## config.mk

```make
export PLATFORM = sky130hd
export DESIGN_NAME = bid_ctrl_top
export DESIGN_NICKNAME = d
export VERILOG_FILES = /design/src/rtl/bidctl_pkg.sv /design/src/rtl/xbar_fb_decode.sv /design/src/rtl/bid_lane.sv /design/src/rtl/bid_ctrl_top.sv
export SDC_FILE = /design/constraint.sdc
export NUM_CORES = 1
export LEC_CHECK = 0
export ABC_AREA = 1
export ABC_CLOCK_PERIOD_IN_PS = 1150
export BUFFER_PORTS_ARGS = -buffer_cell sky130_fd_sc_hd__buf_2
export CORE_ASPECT_RATIO = 1.75
export CORE_MARGIN = 2
export CORE_UTILIZATION = 30
export CTS_CLUSTER_SIZE = 28
export DETAILED_ROUTE_END_ITERATION = 12
export GPL_TIMING_DRIVEN = 0
export PLACE_DENSITY = 0.59
export SYNTH_ARGS = -nofsm -noshare
export SYNTH_HDL_FRONTEND = slang
export SYNTH_SLANG_ARGS = --single-unit
```

## constraint.sdc

```tcl
create_clock -name clk -period 1.15 [get_ports clk]
set_input_delay 0.1725 -clock clk [delete_from_list [all_inputs] [get_ports clk]]
set_output_delay 0.1725 -clock clk [all_outputs]
set_load 0.01 [all_outputs]
```

## src/rtl/bidctl_pkg.sv

```systemverilog
package bidctl_pkg;
  typedef enum logic [1:0] {
    FB_NONE    = 2'b00,
    FB_GRANT   = 2'b01,
    FB_CONTEND = 2'b10,
    FB_BACKPR  = 2'b11
  } fb_code_e;

  typedef enum logic {
    LN_IDLE = 1'b0,
    LN_BID  = 1'b1
  } lane_st_e;
endpackage

```

## src/rtl/xbar_fb_decode.sv

```systemverilog
module xbar_fb_decode
  import bidctl_pkg::*;
(
  input  logic [1:0] code,
  input  logic       armed,
  output logic       won,
  output logic       lost_cont,
  output logic       lost_bp
);
  always_comb begin
    won       = armed && (code == FB_GRANT);
    lost_cont = armed && (code == FB_CONTEND);
    lost_bp   = armed && (code == FB_BACKPR);
  end
endmodule

```

## src/rtl/bid_lane.sv

```systemverilog
module bid_lane
  import bidctl_pkg::*;
#(
  parameter int QW = 6,
  parameter int DW = 6,
  parameter int PW = 2
) (
  input  logic          clk,
  input  logic          rst_n,
  input  logic          slot_stb,
  input  logic [1:0]    fb_code,
  input  logic          cand_valid,
  input  logic [QW-1:0] cand_qidx,
  input  logic [DW-1:0] cand_dest,
  input  logic [PW-1:0] cand_prio,
  output logic          cand_take,
  output logic          excl_vld,
  output logic [QW-1:0] excl_idx,
  output logic          bid_vld,
  output logic [QW-1:0] bid_qidx,
  output logic [DW-1:0] bid_dest,
  output logic [PW-1:0] bid_prio,
  output logic          tx_en,
  output logic [QW-1:0] tx_qidx
);
  lane_st_e      st_q, st_d;
  logic [QW-1:0] qidx_q, qidx_d;
  logic [DW-1:0] dest_q, dest_d;
  logic [PW-1:0] prio_q, prio_d;
  logic          tx_q, tx_d;
  logic [QW-1:0] txi_q, txi_d;

  logic won, lost_cont, lost_bp;
  logic fetch, load;

  xbar_fb_decode u_dec (
    .code      (fb_code),
    .armed     (st_q == LN_BID),
    .won       (won),
    .lost_cont (lost_cont),
    .lost_bp   (lost_bp)
  );

  always_comb begin
    fetch  = (st_q == LN_IDLE) || won || lost_bp;
    load   = fetch && cand_valid;
    st_d   = st_q;
    qidx_d = qidx_q;
    dest_d = dest_q;
    prio_d = prio_q;
    tx_d   = won;
    txi_d  = won ? qidx_q : txi_q;
    if (load) begin
      st_d   = LN_BID;
      qidx_d = cand_qidx;
      dest_d = cand_dest;
      prio_d = cand_prio;
    end else if (fetch) begin
      st_d = LN_IDLE;
    end else if (lost_cont) begin
      st_d = LN_BID;
    end
  end

  always_ff @(posedge clk or negedge rst_n) begin
    if (!rst_n) begin
      st_q   <= LN_IDLE;
      qidx_q <= '0;
      dest_q <= '0;
      prio_q <= '0;
      tx_q   <= 1'b0;
      txi_q  <= '0;
    end else if (slot_stb) begin
      st_q   <= st_d;
      qidx_q <= qidx_d;
      dest_q <= dest_d;
      prio_q <= prio_d;
      tx_q   <= tx_d;
      txi_q  <= txi_d;
    end
  end

  assign cand_take = slot_stb && load;
  assign excl_vld  = slot_stb && lost_bp;
  assign excl_idx  = qidx_q;
  assign bid_vld   = (st_q == LN_BID);
  assign bid_qidx  = qidx_q;
  assign bid_dest  = dest_q;
  assign bid_prio  = prio_q;
  assign tx_en     = tx_q;
  assign tx_qidx   = txi_q;
endmodule

```

## src/rtl/bid_ctrl_top.sv

```systemverilog
module bid_ctrl_top #(
  parameter int NLANE = 4,
  parameter int QW    = 6,
  parameter int DW    = 6,
  parameter int PW    = 2
) (
  input  logic               clk,
  input  logic               rst_n,
  input  logic               slot_stb,
  input  logic [2*NLANE-1:0] fb_code,
  input  logic [NLANE-1:0]   cand_valid,
  input  logic [NLANE*QW-1:0] cand_qidx,
  input  logic [NLANE*DW-1:0] cand_dest,
  input  logic [NLANE*PW-1:0] cand_prio,
  output logic [NLANE-1:0]   cand_take,
  output logic [NLANE-1:0]   excl_vld,
  output logic [NLANE*QW-1:0] excl_idx,
  output logic [NLANE-1:0]   bid_vld,
  output logic [NLANE*QW-1:0] bid_qidx,
  output logic [NLANE*DW-1:0] bid_dest,
  output logic [NLANE*PW-1:0] bid_prio,
  output logic [NLANE-1:0]   tx_en,
  output logic [NLANE*QW-1:0] tx_qidx
);
  for (genvar g = 0; g < NLANE; g++) begin : g_lane
    bid_lane #(.QW(QW), .DW(DW), .PW(PW)) u_lane (
      .clk        (clk),
      .rst_n      (rst_n),
      .slot_stb   (slot_stb),
      .fb_code    (fb_code[2*g +: 2]),
      .cand_valid (cand_valid[g]),
      .cand_qidx  (cand_qidx[g*QW +: QW]),
      .cand_dest  (cand_dest[g*DW +: DW]),
      .cand_prio  (cand_prio[g*PW +: PW]),
      .cand_take  (cand_take[g]),
      .excl_vld   (excl_vld[g]),
      .excl_idx   (excl_idx[g*QW +: QW]),
      .bid_vld    (bid_vld[g]),
      .bid_qidx   (bid_qidx[g*QW +: QW]),
      .bid_dest   (bid_dest[g*DW +: DW]),
      .bid_prio   (bid_prio[g*PW +: PW]),
      .tx_en      (tx_en[g]),
      .tx_qidx    (tx_qidx[g*QW +: QW])
    );
  end
endmodule

```

Yosys cells after proc, flatten, opt, wreduce, memory -nomap -nowiden
Cells that the tools add are included.
{"block": "word_totals", "register_bits": 88, "in_bits": 71, "output_inout_bits": 120, "wordCells": 100}
{"block": "classes", "n_eq_ne": 12, "n_mux": 12, "n_bitwise": 4, "n_reduce_logical": 48}
{"op": "1-bit logical AND", "count": 24}
{"op": "2-bit AND reduction", "count": 12}
{"op": "2-bit == test, second input constant", "count": 8}
{"op": "1-bit 2-to-1 mux", "count": 12}
{"op": "3-bit nonzero test", "count": 4}
{"op": "2-bit by 1-bit == test with 1-bit output, second input constant", "count": 4}
{"op": "1-bit logical OR", "count": 8}
{"op": "1-bit inverter", "count": 4}

Longest topological paths before layout
Gate-level depths: netlist of the first run.
{"block": "logic_depth", "word_depth": 7, "ltp_mapped": 7}

Cells and area by module
A second synthesis of the first run with hierarchy kept.
{"block": "unflattened", "cells_unflattened": 468, "area_unflattened_um2": 4113.9}
{"mod": "bid_lane", "n_inst": 4, "cells_each": 111, "area_each_um2": 1006.0}
{"mod": "xbar_fb_decode", "n_inst": 4, "cells_each": 6, "area_each_um2": 22.5}

Worst setup path before layout of the first run
No wires, ideal clock.
{"block": "synth_path", "kind": "reg2out", "from": "reg g_lane[0].u_lane.st_q", "to": "out cand_take[0]", "t_arrival_ps": 927, "required_ps": 978, "path_slack_ps": 51, "path_stages_with_launch": 6, "n_path_buf": 2, "cell_sequence": "dfrtp_1 -> nand2_2 -> nand2_4 -> buf_6 -> inv_1 -> buf_4"}
{"block": "synth_between", "elab_chain_cells": 5, "elab_cells_between_ends": 7, "cone_classes": "bitwise: 1; reduce/logical: 6"}
{"item": "start: declaration", "line_no": "bid_lane.sv:26", "rtl": "lane_st_e st_q, st_d;"}
{"item": "start signal: assignment", "line_no": "bid_lane.sv:74", "rtl": "st_q <= st_d;"}
{"item": "1-bit logical AND / 1-bit inverter (equally long branches)", "line_no": "xbar_fb_decode.sv:11, bid_lane.sv:45"}
{"item": "1-bit logical OR", "line_no": "bid_lane.sv:45", "rtl": "fetch = (st_q == LN_IDLE) || won || lost_bp;"}
{"item": "1-bit logical OR *", "line_no": "bid_lane.sv:45"}
{"item": "1-bit logical AND *", "line_no": "bid_lane.sv:46", "rtl": "load = fetch && cand_valid;"}
{"item": "1-bit logical AND *", "line_no": "bid_lane.sv:83", "rtl": "assign cand_take = slot_stb && load;"}
{"item": "end: declaration", "line_no": "bid_ctrl_top.sv:15", "rtl": "output logic [NLANE-1:0] cand_take,"}
Mark *: on every way between the ends. The rest lies on a longest branch, timed or not.

Worst setup path in the final report of the first run
{"block": "layout_path", "from": "reg g_lane[0].u_lane.st_q", "to": "out excl_vld[0]"}
{"block": "layout_between", "elab_chain_cells": 2}
{"item": "1-bit logical AND", "line_no": "xbar_fb_decode.sv:13", "rtl": "lost_bp = armed && (code == FB_BACKPR);"}
{"item": "1-bit logical AND", "line_no": "bid_lane.sv:84", "rtl": "assign excl_vld = slot_stb && lost_bp;"}
{"item": "end: declaration", "line_no": "bid_ctrl_top.sv:16", "rtl": "output logic [NLANE-1:0] excl_vld,"}
Every way passes these cells.

==> insert_results.sql, run 1 <==
INSERT INTO impl_metrics (metric_group, metric, value, unit) VALUES
('synth', 'ys_async_sr_fraction', '100.0', '%'),
('synth', 'postSynthCellCount', '449', ''),
('layout', 'design_area', '6082', 'µm²'),
('setup_path', 'critical-path-top-delay-family', 'flip-flops', ''),
('grt', 'maximum_number_of_pins_on_one_net_before_global_route_repair', '55', ''),
('sta', 'postLayoutSetupSlackWorst', '-0.2005', 'ns'),
('clocking', 'numCtsBuffers', '9', ''),
('floorplanning', 'initial_utilization', '30.80', '%'),
('layout', 'diodes', '0', ''),
('setup_path', 'worstPathArrival', '1.18', 'ns'),
('grt', 'grt_pass1_vias', '3813', ''),
('placement', 'io_buffers', '189', ''),
('power', 'power_density', '1678', 'nW/µm²'),
('detailed_routing', 'drt-initial-drc-count', '111', ''),
('clocking', 'max_root_sink_buffers', '2', ''),
('sta', 'drv_slew', '0', ''),
('clocking', 'clockRootBuffer', 'clkbuf_16', ''),
('synth', 'yosysWarningCount', '0', ''),
('floorplanning', 'core', '13010', 'µm²'),
('run', 'max_cap_violations', '0', ''),
('floorplanning', 'die_y_extent', '156.9', 'µm'),
('sta', 'timing.final.hold_violations', '0', ''),
('detailed_routing', 'routed-via-count', '3693', ''),
('setup_path', 'path_max_fanout', '3', ''),
('sta', 'timing.hold.ws', '0.06661', 'ns'),
('setup_path', 'cp.required', '0.98', 'ns'),
('layout', 'fin_nets', '727', ''),
('synth', 'seq_area_frac_synth', '54.97', '%'),
('setup_path', 'cp_num_buf_inv', '2', ''),
('detailed_routing', 'wl_per_cell', '14.13', 'µm'),
('setup_path', 'end_kind', 'output port', ''),
('floorplanning', 'pin_count', '191', ''),
('layout', 'layout.filler_cells', '1284', ''),
('detailed_routing', 'route.detailed.drc', '0', ''),
('synth', 'dominantRegCellSynth', 'dfrtp_1', ''),
('sta', 'max_freq', '740.4', 'MHz'),
('detailed_routing', 'drt-vias-per-instance', '4.439', ''),
('clocking', 'numClockSinks', '88', ''),
('min_path', 'min_path_type', 'primary input to flip-flop', ''),
('floorplanning', 'fp.dieW', '91.36', 'µm'),
('setup_path', 'worstPathCellList', 'buf_6 -> nand2_4 -> nor3_4 -> buf_6', ''),
('grt', 'global_route.usage.total', '16.58', '%'),
('layout', 'post_route_cells_drive_above_1_share', '49.62', '%'),
('synth', 'synth.area.top_cells', 'dfrtp_1, nand2_1, nand3_1, buf_4, nand2_4', ''),
('synth', 'syn-cell-area', '4006', 'µm²'),
('sta', 'finalSetupViolations', '12', ''),
('placement', 'place.detailed.hpwl', '8334', 'µm'),
('sta', 'rsz0062_at_grt', 'true', ''),
('floorplanning', 'core.rowCount', '55', ''),
('grt', 'wire_length_of_the_first_global_routing_pass', '18590', 'µm'),
('detailed_routing', 'dr.pass1.iters', '4', ''),
('outcome', 'violations_in_the_final_reports', 'negative setup slack', ''),
('outcome', 'run_status', 'finished, violations left', ''),
('layout', 'combined_area_of_the_multi_input_logic_cells', '1480', 'µm²'),
('clocking', 'worstSkewPairLatency', '0.33', 'ns'),
('grt', 'globalRouteOverflowTotal', '0', ''),
('power', 'total_leakage_power', '3.403', 'nW'),
('sta', 'min_cycle_time_layout', '1.351', 'ns'),
('synth', 'synth_top_cell_by_area', 'dfrtp_1', ''),
('sta', 'worst_clock_skew', '0.005714', 'ns'),
('sta', 'finalCritPeriodShare', '117.4', '%'),
('placement', 'pre_cts_ws', '-0.1885', 'ns'),
('placement', 'post_dp_cell_area', '5196', 'µm²'),
('sta', 'tightestPinTransition', '0.4706', 'ns'),
('floorplanning', 'die_footprint', '14330', 'µm²'),
('placement', 'gpl.final_weighted_congestion', '0.7969', ''),
('synth', 'mappedNetlistNets', '520', ''),
('clocking', 'tritoncts', 'yes', ''),
('setup_path', 'type_of_element_launching_the_critical_path', 'flip-flop', ''),
('sta', 'worst_slew_margin_rel', '68.62', '%'),
('synth', 'synthDominantCellAreaShare', '54.97', '%');
## through the flow
step	TNS [ns]	util [%]	std cells	power, mW
after floorplan	0	-	449	5.511
after global placement	-78.87	39.72	809	6.710
after global routing	-2.619	46.76	832	10.83
after CTS	-1.853	45.93	837	10.24
final	-1.739	46.76	832	10.20
after detailed placement	-0.6563	39.95	810	6.771
## state kept, by name (all words and copies together) (netlist names)
| register | cells |
|---|---|
| g_lane.u_lane.bid_dest | 24 |
| g_lane.u_lane.bid_qidx | 24 |
| g_lane.u_lane.tx_qidx | 24 |
| g_lane.u_lane.bid_prio | 8 |
| g_lane.u_lane.bid_vld | 4 |
| g_lane.u_lane.tx_en | 4 |
## layer usage
| layer | routed length (µm) | global-route usage, % | up-vias |
|---|---|---|---|
| met5 | 0 | 0 | - |
| met2 | 6792 | 31.96 | 132 |
| met3 | 548 | 3.370 | 22 |
| li1 | - | - | 1793 |
| met1 | 4036 | 16.44 | 1746 |
| met4 | 374 | 8.514 | 0 |
## power breakdown
| part | switching, mW | leakage [nW] | total, mW | internal [mW] |
|---|---|---|---|---|
| combinational | 1.59 | 2.16 | 3.09 | 1.49 |
| clock | 1.23 | 0.145 | 2.98 | 1.75 |
| sequential | 0.441 | 1.10 | 4.14 | 3.70 |
## worst paths after layout
check,startpoint,end,slack (ns),depth (start not counted)
setup / recovery,g_lane[0].u_lane.bid_vld$_DFFE_PN0P_,excl_vld[0],-0.20,4
hold / removal,cand_dest[1],g_lane[0].u_lane.bid_dest[1]$_DFFE_PN0P_,0.07,3
setup reg to reg,g_lane[1].u_lane.bid_vld$_DFFE_PN0P_,g_lane[1].u_lane.tx_en$_DFFE_PN0P_,0,6
hold reg to reg,g_lane[0].u_lane.bid_dest[5]$_DFFE_PN0P_,g_lane[0].u_lane.bid_dest[5]$_DFFE_PN0P_,0.46,2
max in group asynchronous,rst_n,g_lane[2].u_lane.bid_qidx[2]$_DFFE_PN0P_,0.17,3
min in group asynchronous,rst_n,g_lane[3].u_lane.bid_dest[0]$_DFFE_PN0P_,0.34,2
## logic make-up after synthesis
logic type	synth area share, %
and+or+nand+nor	30.54
DFF	54.97
buffers and inverters	13.30
AOI/OAI and AO/OA	1.187
## placed cells by master, fill, tap and decap left out, types with 3 or more instances in the layout
cell	Yosys	layout
buf_6	6	52
buf_2	3	151
nor2_2	4	4
inv_6	0	4
nand2_1	165	148
o21ai_0	5	5
o211ai_1	3	3
clkbuf_16	0	9
inv_1	14	10
buf_4	45	43
inv_4	6	4
dfrtp_1	88	86
nor3_4	0	3
nand2_8	0	8
nand2_2	10	18
inv_2	6	7
nand3_1	80	78
nand2_4	8	9
## what timing repair did
item | 4_1_cts | 5_1_grt
hold endpoints to repair | 34 | 0
hold buffers | 1 | 0
buffers inserted | 44 | 6
pin swaps | 9 | 4
setup endpoints to repair | 39 | 90
gates resized for setup | 80 | 37
## cell type report
| type | count | share of cell area [%] |
|---|---|---|
| flip-flops and latches | 88 | 36.25 |
| plain buffers | 10 | 1.543 |
| repair buffers | 240 | 27.01 |
| inverters | 26 | 2.304 |
| clock inverters | 6 | 1.111 |
| well taps | 171 | 3.518 |
| multi-input cells | 281 | 24.34 |
| clock buffers | 10 | 3.929 |
## worst min-delay path: cells and delay by family
family | cells | cell delay, ns
buffers and inverters | 1 | 0.08
AND/OR/NAND/NOR | 2 | 0.12
Power figures use the tool's default switching activity.
==> run 2: changes to the inputs <==
- ABC_CLOCK_PERIOD_IN_PS: 1150 -> 1700
- SLEW_MARGIN: not set -> 0
- clock period: 1.15 -> 1.7 ns (I/O delays scaled with it)
==> insert_results.sql, run 2 (same netlist as run 1, synthesis figures left out) <==
INSERT INTO impl_metrics (metric_group, metric, value, unit) VALUES
('layout', 'diodes', '0', ''),
('setup_path', 'end_kind', 'output port', ''),
('detailed_routing', 'route.detailed.drc', '0', ''),
('grt', 'global_route.usage.total', '15.18', '%'),
('placement', 'post_dp_cell_area', '5196', 'µm²'),
('sta', 'worst_slew_margin_rel', '68.89', '%'),
('layout', 'design_area', '5549', 'µm²'),
('sta', 'drv_slew', '0', ''),
('floorplanning', 'pin_count', '191', ''),
('layout', 'mostFrequentLayoutCell', 'buf_2', ''),
('outcome', 'run_status', 'finished, final reports clean', ''),
('grt', 'grt_pass1_vias', '3557', ''),
('sta', 'finalSetupViolations', '0', ''),
('clocking', 'tritoncts', 'yes', ''),
('setup_path', 'timing.critical_path.slowest_cell_delay', '0.41', 'ns'),
('layout', 'post_route_cells_drive_above_1_share', '45.22', '%'),
('setup_path', 'cp_common_cell', 'buf_4', ''),
('grt', 'globalRouteOverflowTotal', '0', ''),
('placement', 'place.detailed.hpwl', '8334', 'µm'),
('floorplanning', 'core.rowCount', '55', ''),
('floorplanning', 'fp.dieW', '91.36', 'µm'),
('clocking', 'clkTransAtPathRegs', '0.07', 'ns'),
('sta', 'finalCritPeriodShare', '95.85', '%'),
('setup_path', 'worstSetupPathType', 'flip-flop to output port', ''),
('setup_path', 'type_of_element_launching_the_critical_path', 'flip-flop', ''),
('layout', 'final_cell_count_no_fill', '830', ''),
('clocking', 'numClockSinks', '88', ''),
('floorplanning', 'die_footprint', '14330', 'µm²'),
('clocking', 'htree_num_levels', '3', ''),
('setup_path', 'critical-path-top-delay-family', 'flip-flops', ''),
('setup_path', 'worstPathArrival', '1.37', 'ns'),
('clocking', 'clockRootBuffer', 'clkbuf_16', ''),
('grt', 'maximum_number_of_pins_on_one_net_before_global_route_repair', '55', ''),
('power', 'ir_worst_vdd', '0.6179', 'mV'),
('detailed_routing', 'drt-initial-drc-count', '109', ''),
('sta', 'tightestPinTransition', '0.4667', 'ns'),
('layout', 'area.growth.synth_to_final', '38.51', '%'),
('sta', 'worst_clock_skew', '0.006321', 'ns'),
('detailed_routing', 'wl', '10650', 'µm'),
('run', 'max_cap_violations', '0', ''),
('floorplanning', 'core', '13010', 'µm²'),
('setup_path', 'cp_num_buf_inv', '3', ''),
('power', 'power_density', '1180', 'nW/µm²'),
('grt', 'wire_length_of_the_first_global_routing_pass', '17260', 'µm'),
('detailed_routing', 'wl_per_cell', '12.83', 'µm'),
('sta', 'totalNegativeSetupSlack', '0', 'ns'),
('placement', 'gpl.final_weighted_congestion', '0.7969', ''),
('detailed_routing', 'routed-via-count', '3565', ''),
('min_path', 'min_path_type', 'primary input to flip-flop', ''),
('grt', 'grt_antenna_before_repair', '0', ''),
('setup_path', 'worstPathCellList', 'buf_4 -> nand2_1 -> nor3_1 -> buf_4 -> buf_2', ''),
('detailed_routing', 'detail-route-antenna-nets', '0', ''),
('detailed_routing', 'dr.pass1.iters', '4', ''),
('floorplanning', 'initial_utilization', '30.80', '%'),
('sta', 'max_freq', '613.7', 'MHz'),
('clocking', 'numCtsBuffers', '9', ''),
('layout', 'fin_nets', '725', ''),
('setup_path', 'path_max_fanout', '3', ''),
('layout', 'most-common-layout-cells', 'buf_2, nand2_1, dfrtp_1', ''),
('sta', 'rsz0062_at_grt', 'true', ''),
('sta', 'min_cycle_time_layout', '1.629', 'ns'),
('setup_path', 'cp.required', '1.44', 'ns'),
('sta', 'timing.hold.ws', '0.1499', 'ns'),
('power', 'total_leakage_power', '3.312', 'nW'),
('floorplanning', 'die_y_extent', '156.9', 'µm'),
('layout', 'layout.filler_cells', '1343', ''),
('sta', 'timing.final.hold_violations', '0', ''),
('placement', 'io_buffers', '189', ''),
('clocking', 'max_root_sink_buffers', '2', ''),
('clocking', 'worstSkewPairLatency', '0.33', 'ns'),
('setup_path', 'standard_cell_with_the_maximum_stage_delay_on_the_critical_path', 'dfrtp_1', ''),
('detailed_routing', 'drt-vias-per-instance', '4.295', ''),
('placement', 'numPlacedInstances', '810', '');
[run 2: cell count changes in the layout (fill, tap and decap cells not counted), moves of 3 or more]
cell,change
buf_4,+8
inv_1,+4
inv_6,-3
buf_2,+40
nor3_4,-3
nor3_1,+3
nand2_1,+17
buf_6,-48
nand2_4,+3
nand2_8,-8
nand2_2,-12
[run 2: timing repair]
action | CTS | global route
hold buffers | 1 | 0
endpoints found under the hold margin | 34 | 0
buffers inserted | 3 | 2
endpoints found under the setup margin | 4 | 4
pin swaps | 0 | 2
gates resized for setup | 2 | 3
[run 2: worst min-delay path: cells and delay by family]
kind	cells	cell delay [ns]
buf+inv	1	0.08
simple gates	2	0.12
[run 2: final timing paths]
| path | startpoint | to | slack, ns | cells after the start |
|---|---|---|---|---|
| setup reg to reg | g_lane[1].u_lane.bid_vld$_DFFE_PN0P_ | g_lane[1].u_lane.tx_qidx[3]$_DFFE_PN0P_ | 0.54 | 6 |
| hold / removal | cand_dest[1] | g_lane[0].u_lane.bid_dest[1]$_DFFE_PN0P_ | 0.15 | 3 |
| min in group asynchronous | rst_n | g_lane[3].u_lane.bid_dest[0]$_DFFE_PN0P_ | 0.42 | 2 |
| max in group asynchronous | rst_n | g_lane[0].u_lane.bid_vld$_DFFE_PN0P_ | 0.63 | 3 |
| setup / recovery | g_lane[3].u_lane.bid_vld$_DFFE_PN0P_ | excl_vld[3] | 0.07 | 5 |
| hold reg to reg | g_lane[0].u_lane.bid_dest[5]$_DFFE_PN0P_ | g_lane[0].u_lane.bid_dest[5]$_DFFE_PN0P_ | 0.46 | 2 |
[run 2: where the power goes]
part | leakage, nW | internal, mW | switching, mW
clock | 0.145 | 1.18 | 0.830
combinational | 2.07 | 0.797 | 0.942
sequential | 1.10 | 2.50 | 0.291
total | 3.31 | 4.48 | 2.06
[run 2: final cells by class]
class	instances	area (µm²)	area share (%)
buffer	52	397.9	7.170
clock buffer	10	239.0	4.307
clock inverter	6	67.56	1.218
inverter	26	112.6	2.029
multi-input combinational	281	1291	23.27
sequential	88	2203	39.71
tap	171	214.0	3.856
timing repair buffer	196	1023	18.44
[run 2: metrics by stage]
step | setup slack, ns | power, mW | utilization (%)
final | 0.07062 | 6.547 | 42.66
after global routing | 0.000008993 | 6.970 | 42.66
after CTS | 0.01817 | 6.647 | 42.61
after detailed placement | 0.2790 | 4.581 | 39.95
after global placement | -0.4334 | 4.539 | 39.72
after floorplan | 0.5183 | 3.728 | -
[run 2: per-layer routing]
layer / global-route usage [%] / part of all wire [%] / up-vias
li1: - / - / 1784
met1: 16.00 / 37 / 1630
met2: 28.64 / 55 / 133
met3: 3.130 / 5.0 / 18
met4: 6.782 / 2.6 / 0
met5: 0 / 0 / -
==> run 3: changes to the inputs <==
--- a/config.mk
+++ b/config.mk
@@ -15,5 +15,5 @@
 export DETAILED_ROUTE_END_ITERATION = 12
 export GPL_TIMING_DRIVEN = 0
-export PLACE_DENSITY = 0.59
+export PLACE_DENSITY = 0.6
 export SLEW_MARGIN = 0
 export SYNTH_ARGS = -nofsm -noshare
==> constraint.sdc (replaced) <==
create_clock -name clk -period 1.7 [get_ports clk]
set_input_delay 0.085 -clock clk [delete_from_list [all_inputs] [get_ports clk]]
set_output_delay 0.085 -clock clk [all_outputs]
set_load 0.01 [all_outputs]
==> insert_results.sql, run 3 (same netlist as run 1, synthesis figures left out) <==
INSERT INTO impl_metrics (metric_group, metric, value, unit) VALUES
('placement', 'io_buffers', '189', ''),
('grt', 'use_met2', '29.84', '%'),
('detailed_routing', 'dr.pass1.iters', '4', ''),
('clocking', 'max_root_sink_buffers', '2', ''),
('sta', 'max_freq', '637.3', 'MHz'),
('layout', 'fin_nets', '769', ''),
('layout', 'mostFrequentLayoutCell', 'buf_2', ''),
('grt', 'grt_antenna_before_repair', '1', ''),
('detailed_routing', 'routed-via-count', '3788', ''),
('grt', 'use_met3', '2.985', '%'),
('placement', 'pre_cts_ws', '0.4347', 'ns'),
('layout', 'end_of_flow_core_utilization', '45.81', '%'),
('sta', 'worst_slew_margin_rel', '58.66', '%'),
('grt', 'globalRouteOverflowTotal', '0', ''),
('detailed_routing', 'drt-initial-drc-count', '161', ''),
('sta', 'drv_slew', '0', ''),
('clocking', 'htree_num_levels', '3', ''),
('sta', 'finalCritPeriodShare', '92.30', '%'),
('setup_path', 'worstSetupPathType', 'flip-flop to output port', ''),
('clocking', 'worstSkewPairLatency', '0.33', 'ns'),
('clocking', 'clockRootBuffer', 'clkbuf_16', ''),
('power', 'total_leakage_power', '3.470', 'nW'),
('setup_path', 'path_max_fanout', '10', ''),
('power', 'net-switching-power', '2.049', 'mW'),
('grt', 'globalRoute.busiestLayer', 'met2', ''),
('clocking', 'clkTransAtPathRegs', '0.06', 'ns'),
('detailed_routing', 'detail-route-antenna-nets', '0', ''),
('clocking', 'numClockSinks', '88', ''),
('run', 'max_cap_violations', '0', ''),
('layout', 'area.growth.synth_to_final', '48.72', '%'),
('outcome', 'run_status', 'finished, final reports clean', ''),
('detailed_routing', 'route.detailed.drc', '0', ''),
('floorplanning', 'fp.dieW', '91.36', 'µm'),
('placement', 'numPlacedInstances', '810', ''),
('sta', 'rsz0062_at_grt', 'false', ''),
('floorplanning', 'die_y_extent', '156.9', 'µm'),
('placement', 'gpl.final_weighted_congestion', '0.7704', ''),
('power', 'net_sw_share', '31.65', '%'),
('placement', 'place.detailed.hpwl', '8304', 'µm'),
('sta', 'min_cycle_time_layout', '1.569', 'ns'),
('detailed_routing', 'wl', '11240', 'µm'),
('clocking', 'tritoncts', 'yes', ''),
('layout', 'most-common-layout-cells', 'buf_2, nand2_1, dfrtp_1', ''),
('setup_path', 'type_of_element_launching_the_critical_path', 'flip-flop', ''),
('grt', 'global_route.usage.total', '15.88', '%'),
('floorplanning', 'core.rowCount', '55', ''),
('clocking', 'numCtsBuffers', '9', ''),
('sta', 'postLayoutSetupSlackWorst', '0.1308', 'ns'),
('setup_path', 'cp.required', '1.62', 'ns'),
('sta', 'timing.final.hold_violations', '0', ''),
('power', 'ir_worst_vdd', '0.4654', 'mV'),
('power', 'power', '6.474', 'mW'),
('sta', 'finalSetupViolations', '0', ''),
('grt', 'wire_length_of_the_first_global_routing_pass', '18370', 'µm'),
('power', 'seq_power_share', '43.2', '%'),
('min_path', 'min_path_type', 'primary input to flip-flop', ''),
('sta', 'tightestPinTransition', '0.6201', 'ns'),
('power', 'combinational_power_share', '27.9', '%'),
('power', 'cell_internal_pwr', '4.425', 'mW'),
('layout', 'final_cell_count_no_fill', '875', ''),
('detailed_routing', 'drt-vias-per-instance', '4.329', ''),
('power', 'power.clock.fraction', '28.9', '%'),
('layout', 'layout.filler_cells', '1254', ''),
('floorplanning', 'core', '13010', 'µm²'),
('detailed_routing', 'wl_per_cell', '12.85', 'µm'),
('grt', 'grt_pass1_vias', '3839', ''),
('setup_path', 'end_kind', 'output port', ''),
('floorplanning', 'initial_utilization', '30.80', '%'),
('clocking', 'post_cts.repair.setup_buffers', '0', ''),
('grt', 'grt.met1_usage', '17.06', '%'),
('sta', 'worst_clock_skew', '0.003641', 'ns'),
('floorplanning', 'die_footprint', '14330', 'µm²'),
('power', 'power_density', '1087', 'nW/µm²'),
('layout', 'post_route_cells_drive_above_1_share', '41.82', '%'),
('setup_path', 'worstPathArrival', '1.48', 'ns'),
('grt', 'maximum_number_of_pins_on_one_net_before_global_route_repair', '48', ''),
('floorplanning', 'pin_count', '191', '');
run 3: per-layer routing:
metal  vias to the layer above  wire, µm
met4                         0       273
met2                       115      6160
met5                         -         0
met3                        17       530
li1                       1877         -
met1                      1779      4279
run 3: layout make-up:
cell class	count	area [µm²]	area share (%)
Antenna cell	1	2.502	0.04200
Buffer	54	420.4	7.056
Multi-Input combinational cell	281	1271	21.34
Clock buffer	12	256.5	4.305
Inverter	26	112.6	1.890
Clock inverter	4	28.78	0.4830
Sequential cell	88	2203	36.98
Timing Repair Buffer	238	1449	24.32
Tap cell	171	214.0	3.591
run 3: worst max-delay path, cell delays in order, from the launching register on:
cell and delay [ns]:
dfrtp_1 0.44, nand2_2 0.15, nand2_4 0.13, buf_6 0.14, inv_1 0.05, buf_4 0.12
buf_2 0.13
run 3: final timing paths:
path / to / cells past startpoint / startpoint / slack, ns
max: cand_take[0] / 6 / g_lane[0].u_lane.bid_vld$_DFFE_PN0P_ / 0.13
min: g_lane[0].u_lane.bid_qidx[3]$_DFFE_PN0P_ / 3 / cand_qidx[3] / 0.005
max reg2reg: g_lane[2].u_lane.bid_vld$_DFFE_PN0P_ / 3 / g_lane[2].u_lane.bid_vld$_DFFE_PN0P_ / 0.57
min reg2reg: g_lane[2].u_lane.bid_dest[3]$_DFFE_PN0P_ / 2 / g_lane[2].u_lane.bid_dest[3]$_DFFE_PN0P_ / 0.47
max in group asynchronous: g_lane[2].u_lane.bid_qidx[1]$_DFFE_PN0P_ / 3 / rst_n / 0.74
min in group asynchronous: g_lane[1].u_lane.bid_qidx[0]$_DFFE_PN0P_ / 2 / rst_n / 0.30
run 3: power groups by stage:
| stage | Combinational (mW) | Clock (mW) | Sequential (mW) |
|---|---|---|---|
| after floorplan | 0.747 | 0 | 2.98 |
| after detailed placement | 1.75 | 0 | 2.83 |
| after global routing | 2.01 | 2.01 | 2.86 |
| final | 1.81 | 1.87 | 2.80 |
| after CTS | 1.83 | 1.94 | 2.79 |
| after global placement | 1.72 | 0 | 2.81 |
run 3: what timing repair did:
action,CTS,global route
resized for setup,0,1
endpoints found under the hold margin,93,0
endpoints found under the setup margin,0,1
hold buffers,48,0
run 3: stage by stage:
stage / instance area [µm²] / setup TNS (ns) / hold WS [ns]
2_1_floorplan: 4006 / 0 / -0.2106
5_1_grt: 5958 / 0 / 0.01491
6_report: 5958 / 0 / 0.004524
4_1_cts: 5954 / 0 / 0.0001986
3_5_place_dp: 5189 / 0 / 0.1320
3_3_place_gp: 5166 / -20.55 / 0.3202
